===== src/rtl/opnd_pkg.sv =====
package opnd_pkg;
  typedef enum logic [2:0] {
    SK_LSL = 3'd0,
    SK_LSR = 3'd1,
    SK_ASR = 3'd2,
    SK_ROR = 3'd3,
    SK_RRX = 3'd4,
    SK_ASL = 3'd5
  } shift_kind_e;
endpackage


===== src/rtl/opnd_rotr.sv =====
module opnd_rotr #(
  parameter int W  = 32,
  parameter int SH = $clog2(W)
) (
  input  logic [W-1:0]  din,
  input  logic [SH-1:0] amt,
  output logic [W-1:0]  dout
);
  logic [W-1:0] stg [SH+1];

  assign stg[0] = din;

  // one stage per bit of the amount: stage i rotates by 2**i
  for (genvar i = 0; i < SH; i++) begin : g_stage
    localparam int STEP = 1 << i;
    assign stg[i+1] = amt[i] ? {stg[i][STEP-1:0], stg[i][W-1:STEP]} : stg[i];
  end

  assign dout = stg[SH];
endmodule


===== src/rtl/opnd_count_sel.sv =====
module opnd_count_sel #(
  parameter int IAW = 5,
  parameter int CW  = 8
) (
  input  logic           from_reg,
  input  logic [IAW-1:0] imm_amt,
  input  logic [CW-1:0]  reg_cnt,
  output logic [CW-1:0]  cnt
);
  assign cnt = from_reg ? reg_cnt : CW'(imm_amt);
endmodule


===== src/rtl/opnd_imm_rot.sv =====
module opnd_imm_rot #(
  parameter int W  = 32,
  parameter int IW = 8,
  parameter int RW = 4
) (
  input  logic [IW-1:0] imm_byte,
  input  logic [RW-1:0] imm_rot,
  input  logic          cin,
  output logic [W-1:0]  res,
  output logic          cout
);
  localparam int SH = $clog2(W);

  logic [SH-1:0] amt;
  assign amt = SH'({imm_rot, 1'b0});

  opnd_rotr #(.W(W), .SH(SH)) u_rot (
    .din  (W'(imm_byte)),
    .amt  (amt),
    .dout (res)
  );

  assign cout = (imm_rot != '0) ? res[W-1] : cin;
endmodule


===== src/rtl/opnd_shift_core.sv =====
module opnd_shift_core
  import opnd_pkg::*;
#(
  parameter int W  = 32,
  parameter int CW = 8
) (
  input  logic [W-1:0]  src,
  input  logic [2:0]    kind,
  input  logic [CW-1:0] cnt,
  input  logic          cin,
  output logic [W-1:0]  res,
  output logic          cout
);
  localparam int SH = $clog2(W);
  localparam logic [CW-1:0] W_C = CW'(W);

  shift_kind_e   k;
  logic [SH-1:0] nlow, idx_left, idx_right, rot_amt;
  logic [W-1:0]  rotated, lo_mask, hi_mask;
  logic          is_zero, below_w, at_w, sgn;

  assign k         = shift_kind_e'(kind);
  assign nlow      = cnt[SH-1:0];
  assign idx_left  = SH'(0) - nlow;       // W - n modulo W
  assign idx_right = nlow - SH'(1);       // n - 1 modulo W
  assign is_zero   = (cnt == '0);
  assign below_w   = (cnt < W_C);
  assign at_w      = (cnt == W_C);
  assign sgn       = src[W-1];
  assign lo_mask   = {W{1'b1}} >> nlow;
  assign hi_mask   = {W{1'b1}} << nlow;
  assign rot_amt   = (k == SK_LSL || k == SK_ASL) ? idx_left : nlow;

  // left shifts reuse the right rotator with the complementary amount
  opnd_rotr #(.W(W), .SH(SH)) u_rot (
    .din  (src),
    .amt  (rot_amt),
    .dout (rotated)
  );

  always_comb begin
    res  = src;
    cout = cin;
    unique case (k)
      SK_LSL, SK_ASL: begin
        if (!is_zero) begin
          if (below_w) begin
            res  = rotated & hi_mask;
            cout = src[idx_left];
          end else begin
            res  = '0;
            cout = at_w ? src[0] : 1'b0;
          end
        end
      end
      SK_LSR: begin
        if (!is_zero) begin
          if (below_w) begin
            res  = rotated & lo_mask;
            cout = src[idx_right];
          end else begin
            res  = '0;
            cout = at_w ? src[W-1] : 1'b0;
          end
        end
      end
      SK_ASR: begin
        if (!is_zero) begin
          if (below_w) begin
            res  = (rotated & lo_mask) | (sgn ? ~lo_mask : '0);
            cout = src[idx_right];
          end else begin
            res  = {W{sgn}};
            cout = sgn;
          end
        end
      end
      SK_ROR: begin
        if (!is_zero) begin
          res  = rotated;
          cout = src[idx_right];
        end
      end
      SK_RRX: begin
        res  = {cin, src[W-1:1]};
        cout = src[0];
      end
      default: begin
        res  = src;
        cout = cin;
      end
    endcase
  end
endmodule


===== src/rtl/opnd_shifter_unit.sv =====
module opnd_shifter_unit
  import opnd_pkg::*;
#(
  parameter int W   = 32,
  parameter int IW  = 8,
  parameter int RW  = 4,
  parameter int IAW = 5,
  parameter int CW  = 8
) (
  input  logic           clk,
  input  logic           rst,
  input  logic           sel_imm,
  input  logic [IW-1:0]  imm_byte,
  input  logic [RW-1:0]  imm_rot,
  input  logic [W-1:0]   src_val,
  input  logic [2:0]     shift_kind,
  input  logic           amt_from_reg,
  input  logic [IAW-1:0] imm_amt,
  input  logic [CW-1:0]  reg_cnt,
  input  logic           carry_in,
  output logic [W-1:0]   op_out,
  output logic           carry_out
);
  logic [CW-1:0] cnt;
  logic [W-1:0]  sh_res, im_res;
  logic          sh_c, im_c;

  opnd_count_sel #(.IAW(IAW), .CW(CW)) u_cnt (
    .from_reg (amt_from_reg),
    .imm_amt  (imm_amt),
    .reg_cnt  (reg_cnt),
    .cnt      (cnt)
  );

  opnd_shift_core #(.W(W), .CW(CW)) u_shift (
    .src  (src_val),
    .kind (shift_kind),
    .cnt  (cnt),
    .cin  (carry_in),
    .res  (sh_res),
    .cout (sh_c)
  );

  opnd_imm_rot #(.W(W), .IW(IW), .RW(RW)) u_imm (
    .imm_byte (imm_byte),
    .imm_rot  (imm_rot),
    .cin      (carry_in),
    .res      (im_res),
    .cout     (im_c)
  );

  always_ff @(posedge clk) begin
    if (rst) begin
      op_out    <= '0;
      carry_out <= 1'b0;
    end else begin
      op_out    <= sel_imm ? im_res : sh_res;
      carry_out <= sel_imm ? im_c : sh_c;
    end
  end

  AST_RESET_CLEAR: assert property (@(posedge clk) rst |=> (op_out == '0 && !carry_out));
  AST_IMM_NO_ROT: assert property (@(posedge clk) disable iff (rst) (!$past(rst) && $past(sel_imm) && $past(imm_rot) == '0) |-> (op_out == W'($past(imm_byte)) && carry_out == $past(carry_in)));
  AST_ZERO_COUNT_PASS: assert property (@(posedge clk) disable iff (rst) (!$past(rst) && !$past(sel_imm) && $past(shift_kind) != 3'd4 && $past(cnt) == '0) |-> (op_out == $past(src_val) && carry_out == $past(carry_in)));
  AST_LOGIC_BEYOND: assert property (@(posedge clk) disable iff (rst) (!$past(rst) && !$past(sel_imm) && ($past(shift_kind) == 3'd0 || $past(shift_kind) == 3'd1 || $past(shift_kind) == 3'd5) && $past(cnt) > CW'(W)) |-> (op_out == '0 && !carry_out));
  AST_ASR_SATURATE: assert property (@(posedge clk) disable iff (rst) (!$past(rst) && !$past(sel_imm) && $past(shift_kind) == 3'd2 && $past(cnt) >= CW'(W)) |-> (op_out == {W{$past(src_val[W-1])}} && carry_out == $past(src_val[W-1])));
  AST_RRX_EXTEND: assert property (@(posedge clk) disable iff (rst) (!$past(rst) && !$past(sel_imm) && $past(shift_kind) == 3'd4) |-> (op_out == {$past(carry_in), $past(src_val[W-1:1])} && carry_out == $past(src_val[0])));
  AST_SPARE_CODES: assert property (@(posedge clk) disable iff (rst) (!$past(rst) && !$past(sel_imm) && $past(shift_kind) >= 3'd6) |-> (op_out == $past(src_val) && carry_out == $past(carry_in)));
endmodule


===== config.mk =====
export PLATFORM = sky130hd
export DESIGN_NAME = opnd_shifter_unit
export DESIGN_NICKNAME = d
export VERILOG_FILES = /design/src/rtl/opnd_pkg.sv /design/src/rtl/opnd_rotr.sv /design/src/rtl/opnd_count_sel.sv /design/src/rtl/opnd_imm_rot.sv /design/src/rtl/opnd_shift_core.sv /design/src/rtl/opnd_shifter_unit.sv
export SDC_FILE = /design/constraint.sdc
export NUM_CORES = 1
export LEC_CHECK = 0
export ABC_AREA = 1
export CAP_MARGIN = 20
export CORE_MARGIN = 2
export CORE_UTILIZATION = 60
export DETAILED_ROUTE_END_ITERATION = 6
export DONT_BUFFER_PORTS = 1
export HOLD_SLACK_MARGIN = 0.03
export PLACE_DENSITY = 0.81
export SYNTH_ARGS = -nofsm -noshare
export SYNTH_HDL_FRONTEND = slang
export SYNTH_SLANG_ARGS = --single-unit
export TNS_END_PERCENT = 20

===== constraint.sdc =====
create_clock -name clk -period 2.7 [get_ports clk]
set_input_delay 0.54 -clock clk [delete_from_list [all_inputs] [get_ports clk]]
set_output_delay 0.54 -clock clk [all_outputs]
set_load 0.02 [all_outputs]

==> results of run 1 <==
cell type report:
type / instances / area, um^2 / share of cell area
clock inverter: 3 / 46.29 / 0.005872
multi-input combinational: 1140 / 5429 / 0.6886
clock buffer: 5 / 125.1 / 0.01587
sequential: 33 / 660.6 / 0.08380
tap: 143 / 178.9 / 0.02269
timing repair buffer: 102 / 865.8 / 0.1098
inverter: 152 / 578.1 / 0.07332
per-layer routing:
metal,track usage,up-vias,wire length [um],part of all wire
met5,0,-,0,0
met4,0.2959,0,2635,0.079
met3,0.1884,186,5507,0.16
met2,0.7490,912,13120,0.39
met1,0.6748,4457,12200,0.36
li1,-,4671,-,-
state kept, by name, summed over array words and instances (netlist names):
signal / flops
carry_out: 1
op_out: 32
kinds of logic (layout without fill, tap and decap cells):
family,Yosys count,after routing,synth area share
flops,33,33,0.09378
simple gates,902,902,0.5648
mux,1,1,0.001421
fa+ha+maj,4,4,0.007105
compound gates,233,233,0.1945
buf+inv,227,262,0.1384
critical path, delay by kind of cell:
kind	cells	cell delay, ps
simple gates	12	980
compound gates	2	240
fa+ha+maj	1	240
buf+inv	5	760
through the flow:
| stage | TNS (ps) | setup WS, ps | instances | hold WS (ps) | util |
|---|---|---|---|---|---|
| 2_1_floorplan | 0 | 5.785 | 1400 | 754.2 | - |
| 3_3_place_gp | -60.29 | -31.37 | 1569 | 608.4 | 0.6743 |
| 3_5_place_dp | -109.2 | -70.34 | 1569 | 610.3 | 0.6743 |
| 4_1_cts | 0 | 196.4 | 1577 | 319.8 | 0.6893 |
| 5_1_grt | -2.552 | -2.552 | 1578 | 309.7 | 0.6904 |
| 6_report | 0 | 127.9 | 1578 | 323.1 | 0.6904 |
cell usage in the layout (no fill, tap or decap), types with 7 or more instances in the layout:
master and instances:
nand2_1 515, nand3_1 262, inv_1 143, buf_4 94, a21oi_1 87, o21ai_0 75, nor2_1 62, dfxtp_1 33
nand2_2 17, nor3_1 11, o211ai_1 11, o22ai_1 9, o221ai_1 8, nand3_2 8, nand2_4 8, buf_12 8
inv_2 7
synth_stat cells (6+ instances only):
master,number,area share
nor3_1,11,0.0078
nand2_2,17,0.015
o221ai_1,8,0.0099
buf_6,7,0.011
o22ai_1,9,0.0080
o21ai_0,75,0.053
a21oi_1,87,0.062
clkbuf_1,33,0.018
buf_2,26,0.018
o211ai_1,11,0.012
nand3b_1,6,0.0064
a221oi_1,6,0.0075
nand2_4,7,0.011
nand3_2,8,0.011
dfxtp_1,33,0.094
inv_1,145,0.077
nand3_1,262,0.19
nor2_1,62,0.033
nand2_1,516,0.27
where the power goes:
group	leakage [uW]	internal, uW	switching, uW	total [uW]
Sequential	0.000271	522	61.7	584
Combinational	0.00381	688	1400	2090
Clock	0.0000800	437	232	669
Total	0.00416	1650	1700	3340
what timing repair did:
| action | CTS | global route |
|---|---|---|
| hold endpoints to repair | 0 | 0 |
| gates resized for setup | 0 | 1 |
| hold buffers | 0 | 0 |
| setup endpoints to repair | 0 | 2 |
| buffers inserted | 0 | 1 |
final timing paths:
kind	end	slack (ps)	cells after the start
hold / removal	op_out[25]$_SDFF_PP0_	320	1
setup / recovery	op_out[8]$_SDFF_PP0_	130	20
==> metrics.md, run 1 <==
| Metric | Value |
|---|---|
| Seq/Total Area, Yosys | 0.09378 |
| Port bufs | 0 |
| Distinct cells, synth | 48 |
| Final hold vios | 0 |
| Std cell rows | 39 |
| CTS tree | built |
| Hold_sp | rst |
| Design area | 0.007884 mm^2 |
| Total number of H-tree levels | 2 |
| CP Capture Type | flop |
| Num CTS Buffers | 5 |
| Max-slew headroom | 0.4909 |
| Synth Warn # | 0 |
| First-pass GRT wire length | 51310 um |
| Hold WC Path Type | in2reg |
| Diodes inserted | 0 |
| IO Pins | 98 |
| Detailed Route WL | 33460 um |
| Max Fclk | 388.8 MHz |
| Number of synthesized register bits | 33 |
| Worst-Margin Slew | 761.7 ps |
| DR pass1 iterations | 7 |
| Routed Antenna Nets | 0 |
| Worst path cell trace | inv_1, nand2_1, nand2_1, buf_4, ha_1, buf_4, nand2_4, nand2_2, nand2_2, a21oi_4, inv_2, buf_4, nand3_1, nand2_1, nand2_1, nand2_1, nand2_1, nand2_1, nand2_1, a21oi_1 |
| Die X | 112.4 um |
| Critical path data arrival time | 2770 ps |
| CTS clock-pin slew for the worst setup and hold paths | 60 ps |
| Synth Instances | 1400 |
| Drt drc | 3 |
| Post-DP HPWL | 26190 um |
| Pin count of the biggest net entering global routing | 46 |
| CP Launch Type | input port |
| Power Total | 3345 uW |
| Worst path required time | 2900 ps |
| Unrepaired setup endpoints after global routing | true |
| Routed len/inst | 21.20 um |
| Number of flops mapped to enable cells by yosys | 0 |
| Maxcap violations | 0 |
| Area Growth Syn to Fin | 11.92% |
| Initial DRC Count | 2005 |
| Leakage | 0.004156 uW |
| Placer Congestion | 1.177 |
| Avg Vias per Cell | 6.480 |
| Total gr overflow | 0 |
| Failing checks | design-rule violations |
| CTS Sinks | 33 |
| Fin crit period | 2572 ps |
| Synth Flop Type | dfxtp_1 |
| Syn_nets | 1469 |
| Peak supply drop | 0.3002 mV |
| Syn_area_per_cell | 5.032 um^2 |
| Vias in the first global route | 9355 |
| Power Dens Cells | 424.2 mW/mm^2 |
| Share of cells above drive strength 1 | 0.1206 |
| Die area | 0.01262 mm^2 |
| Crit path top cell by count | nand2_1 |
| Filler instances | 1122 |
| Area after DPL | 0.007700 mm^2 |
| Initial Util | 0.6169 |
| Initial antenna violation count | 0 |
| CP max FO | 15 |
| Vias | 10226 |
| Crit Path Category | in2reg |
| Post-route clock period utilization | 0.9526 |
| Clock Tree Buf Depth | 2 |
| Max-slew violations | 0 |
| Die Ht | 112.4 um |
| Mapped Area | 0.007044 mm^2 |
| FFs w/ async S/R, synth | 0 |
| Root Driver | clkbuf_16 |
| Run status | complete, but fails checks |
| Worst setup path start | reg_cnt[1] |
| Final Net Count | 1503 |
| Max stage delay on crit path | 260 ps |
| Setup Viol. Count Final | 0 |
| GRT Total Usage | 0.5219 |
| Placeable core area | 0.01142 mm^2 |
| Critical path's slowest cell | inv_2 |
Power figures use the tool's default switching activity.
==> run 2: changes to the inputs <==
--- a/config.mk
+++ b/config.mk
@@ -8,12 +8,13 @@
 export ABC_AREA = 1
 export CAP_MARGIN = 20
 export CORE_MARGIN = 2
-export CORE_UTILIZATION = 60
+export CORE_UTILIZATION = 43
 export DETAILED_ROUTE_END_ITERATION = 6
 export DONT_BUFFER_PORTS = 1
 export HOLD_SLACK_MARGIN = 0.03
-export PLACE_DENSITY = 0.81
+export PLACE_DENSITY = 0.62
 export SYNTH_ARGS = -nofsm -noshare
 export SYNTH_HDL_FRONTEND = slang
+export SYNTH_HIERARCHICAL = 1
 export SYNTH_SLANG_ARGS = --single-unit
 export TNS_END_PERCENT = 20
==> metrics.md, run 2 <==
| Metric | Value |
|---|---|
| Run status | complete, but fails checks (unchanged) |
| Failing checks | negative setup slack (was design-rule violations) |
| Power Total | 4999 uW (was 3345 uW) |
| Post-synthesis mux area share | 0 (was 0.001421) |
| First-pass GRT wire length | 67980 um (was 51310 um) |
| Switching component of the power | 2683 uW (was 1697 uW) |
| Area Growth Syn to Fin | 42.63% (was 11.92%) |
| CTS clock-pin slew for the worst setup and hold paths | 60 ps (about the same) |
| Number of synthesized register bits | 33 (unchanged) |
| Sequential share of power | 0.126 (was 0.175) |
| Leakage | 0.005760 uW (was 0.004156 uW) |
| Top post-synthesis cells by count | nand3_1 (591), nand2_1 (397), nor2_1 (116) (was nand2_1 (516), nand3_1 (262), inv_1 (145)) |
| Dpl ws | -944.3 ps (was -70.34 ps) |
| Seq/Total Area, Yosys | 0.07946 (was 0.09378) |
| Critical path data arrival time | 3560 ps (was 2770 ps) |
| Worst-Margin Slew | 571.5 ps (was 761.7 ps) |
| Setup slack after layout | -688.1 ps (was 127.9 ps) |
| Synth Warn # | 6 (was 0) |
| Initial antenna violation count | 2 (was 0) |
| Most frequent cells in the layout | nand3_1 (430), nand2_1 (360), buf_4 (196) (was nand2_1 (515), nand3_1 (262), inv_1 (143)) |
| CP Launch Type | input port (unchanged) |
| Avg Vias per Cell | 6.358 (was 6.480) |
| Clock share of power | 0.113 (was 0.200) |
| Compound-gate portion of the synthesized area | 0.1151 (was 0.1945) |
| Synth Area in Adders | 0.007524 (was 0.007105) |
| Sw frac | 0.5367 (was 0.5075) |
| Die X | 143.1 um (was 112.4 um) |
| Most common cell in the synthesized netlist | nand3_1 (was nand2_1) |
| Setup Viol. Count Final | 31 (was 0) |
| Share of cells above drive strength 1 | 0.3263 (was 0.1206) |
| Peak supply drop | 0.2997 mV (was 0.3002 mV) |
| Initial DRC Count | 1608 (was 2005) |
| Total number of H-tree levels | 2 (unchanged) |
| Clock Tree Buf Depth | 2 (unchanged) |
| Max-slew headroom | 0.6186 (was 0.4909) |
| Distinct cells, synth | 42 (was 48) |
| Worst setup path start | amt_from_reg (was reg_cnt[1]) |
| Mapped Area | 0.008314 mm^2 (was 0.007044 mm^2) |
| Vias in the first global route | 11454 (was 9355) |
| Vias | 13142 (was 10226) |
| Maxcap violations | 0 (unchanged) |
| Max Fclk | 295.1 MHz (was 388.8 MHz) |
| Syn_area_per_cell | 5.101 um^2 (was 5.032 um^2) |
| CTS Sinks | 33 (unchanged) |
| Power Dens Cells | 421.5 mW/mm^2 (was 424.2 mW/mm^2) |
| Top reg by flops | op_out (unchanged) |
| Commonest non-fill, non-tap cell in the layout | nand3_1 (was nand2_1) |
| Placeable core area | 0.01883 mm^2 (was 0.01142 mm^2) |
| Port bufs | 0 (unchanged) |
| Synth Flop Type | dfxtp_1 (unchanged) |
| Pin count of the biggest net entering global routing | 67 (was 46) |
| Largest cells by area after synthesis | nand3_1 (36%), nand2_1 (18%), dfxtp_1 (7.9%) (was nand2_1 (27%), nand3_1 (19%), dfxtp_1 (9.4%)) |
| Number of flops mapped to enable cells by yosys | 0 (unchanged) |
| Post-DP HPWL | 35460 um (was 26190 um) |
| Num CTS Buffers | 5 (unchanged) |
| Detailed Route WL | 48170 um (was 33460 um) |
| Largest family of logic cells by synthesized area | simple AND/OR/NAND/NOR gates (unchanged) |
| Int Pwr | 2316 uW (was 1647 uW) |
| Final Net Count | 1874 (was 1503) |
| TNS Setup | -10940 ps (was 0 ps) |
| Std cell rows | 50 (was 39) |
| # hold bufs at CTS | 0 (unchanged) |
| Drt drc | 0 (was 3) |
| Hold_sp | sel_imm (was rst) |
| Total gr overflow | 0 (unchanged) |
| Post-synthesis simple-gate area fraction | 0.6560 (was 0.5648) |
| CTS tree | built (unchanged) |
| CP max FO | 9 (was 15) |
| Fin crit period | 3388 ps (was 2572 ps) |
| IO Pins | 98 (unchanged) |
| Worst path required time | 2870 ps (was 2900 ps) |
| Initial Util | 0.4415 (was 0.6169) |
| Routed Antenna Nets | 0 (unchanged) |
| Leading registers by flop count | op_out (32), carry_out (1) (unchanged) |
| Hold WC Path Type | in2reg (unchanged) |
| CP Capture Type | flop (unchanged) |
| Synth Instances | 1630 (was 1400) |
| Share of Yosys cell area claimed by the top area cell type | 0.3558 (was 0.2750) |
| Final hold vios | 0 (unchanged) |
| Die Ht | 143.1 um (was 112.4 um) |
| Die area | 0.02046 mm^2 (was 0.01262 mm^2) |
| GRT Total Usage | 0.4364 (was 0.5219) |
| Comb pwr share | 0.762 (was 0.625) |
| Unrepaired setup endpoints after global routing | true (unchanged) |
| Max-slew violations | 0 (unchanged) |
| Routed len/inst | 23.30 um (was 21.20 um) |
| Placer Congestion | 1.071 (was 1.177) |
| Leading area contributor after synthesis | nand3_1 (was nand2_1) |
| Worst Hold Depth | 2 (was 1) |
| Post-route clock period utilization | 1.255 (was 0.9526) |
| Root Driver | clkbuf_16 (unchanged) |
| DR pass1 iterations | 6 (was 7) |
| FFs w/ async S/R, synth | 0 (unchanged) |
| Post-Synth XOR/XNOR Area | 0.001053 (was 0) |
| Crit Path Category | in2reg (unchanged) |
| Largest register FFs | 32 (unchanged) |
## run 2: cell types whose count changed after synthesis, sizes merged, moves of 6 or more
cell     delta
a21oi      -60
a221oi      -6
buf        +38
inv        -25
nand2      -81
nand3     +325
nor2       +56
nor3        -7
o2111ai     +7
o21ai      -13
## run 2: per-layer routing
metal / share of wire / track usage
met5: 0.00033 / 0
met4: 0.087 / 0.2939
met3: 0.12 / 0.1046
met2: 0.42 / 0.6658
met1: 0.37 / 0.5428
## run 2: repair_timing
action / 4_1_cts / 5_1_grt
pin swaps: 55 / 91
cloned: 2 / 4
buffers inserted: 18 / 10
gates resized for setup: 172 / 155
setup endpoints to repair: 32 / 31
## run 2: area by class of cell
class                   instances  area, um^2
fillers                      1839        6972
inverters                     129       564.3
repair inverters                1       8.758
clock inverters                 2       10.01
diodes                          2       5.005
well taps                     260       325.3
repair buffers                230        2014
multi-input cells            1404        8142
clock buffers                   6       128.9
flip-flops and latches         33       660.6
## run 2: power by group through the flow
stage / Clock, uW / Combinational (uW) / Sequential [uW]
floorplan: 0 / 1870 / 625
global placement: 0 / 2840 / 638
detailed placement: 0 / 2850 / 639
CTS: 559 / 3220 / 628
global route: 576 / 4000 / 629
finish: 564 / 3810 / 627
## run 2: path summary, 6_finish.rpt
path,end,slack [ps]
worst max-delay path,op_out[10]$_SDFF_PP0_,-690
worst min-delay path,op_out[6]$_SDFF_PP0_,410
## run 2: logic make-up (layout without fill, tap and decap cells)
kind of cell,after synthesis,after routing
AO/OA/AOI/OAI,159,159
XOR/XNOR,1,1
buffers and inverters,241,368
AND/OR/NAND/NOR,1190,1190
other,1,51
flip-flops,33,33
adder cells (fa/ha/maj),5,5
## run 2: per-stage QoR
step | util | hold WS, ps | instances | cell area (um^2)
after floorplan | - | 733.4 | 1678 | 8833
final | 0.6298 | 407.1 | 2067 | 11860
after global placement | 0.5290 | 687.5 | 2026 | 9961
after detailed placement | 0.5290 | 691.0 | 2026 | 9961
after global routing | 0.6295 | 405.2 | 2065 | 11850
after CTS | 0.5832 | 404.8 | 2053 | 10980
## run 2: critical path, stage by stage
cell and delay [ps]:
clkinv_16 30, nand2_4 40, nand2_4 70, clkinv_4 70, buf_6 120, ha_4 280, clkinv_4 60, o21ai_4 170
buf_12 180, buf_4 170, nand3_1 410, nand3_1 310, nand3_1 150, nand3_1 130, nand2_2 80, o21ai_0 80
o21ai_1 140, o21ai_1 170, nand3_1 150, nor2_1 130, nor2_1 60
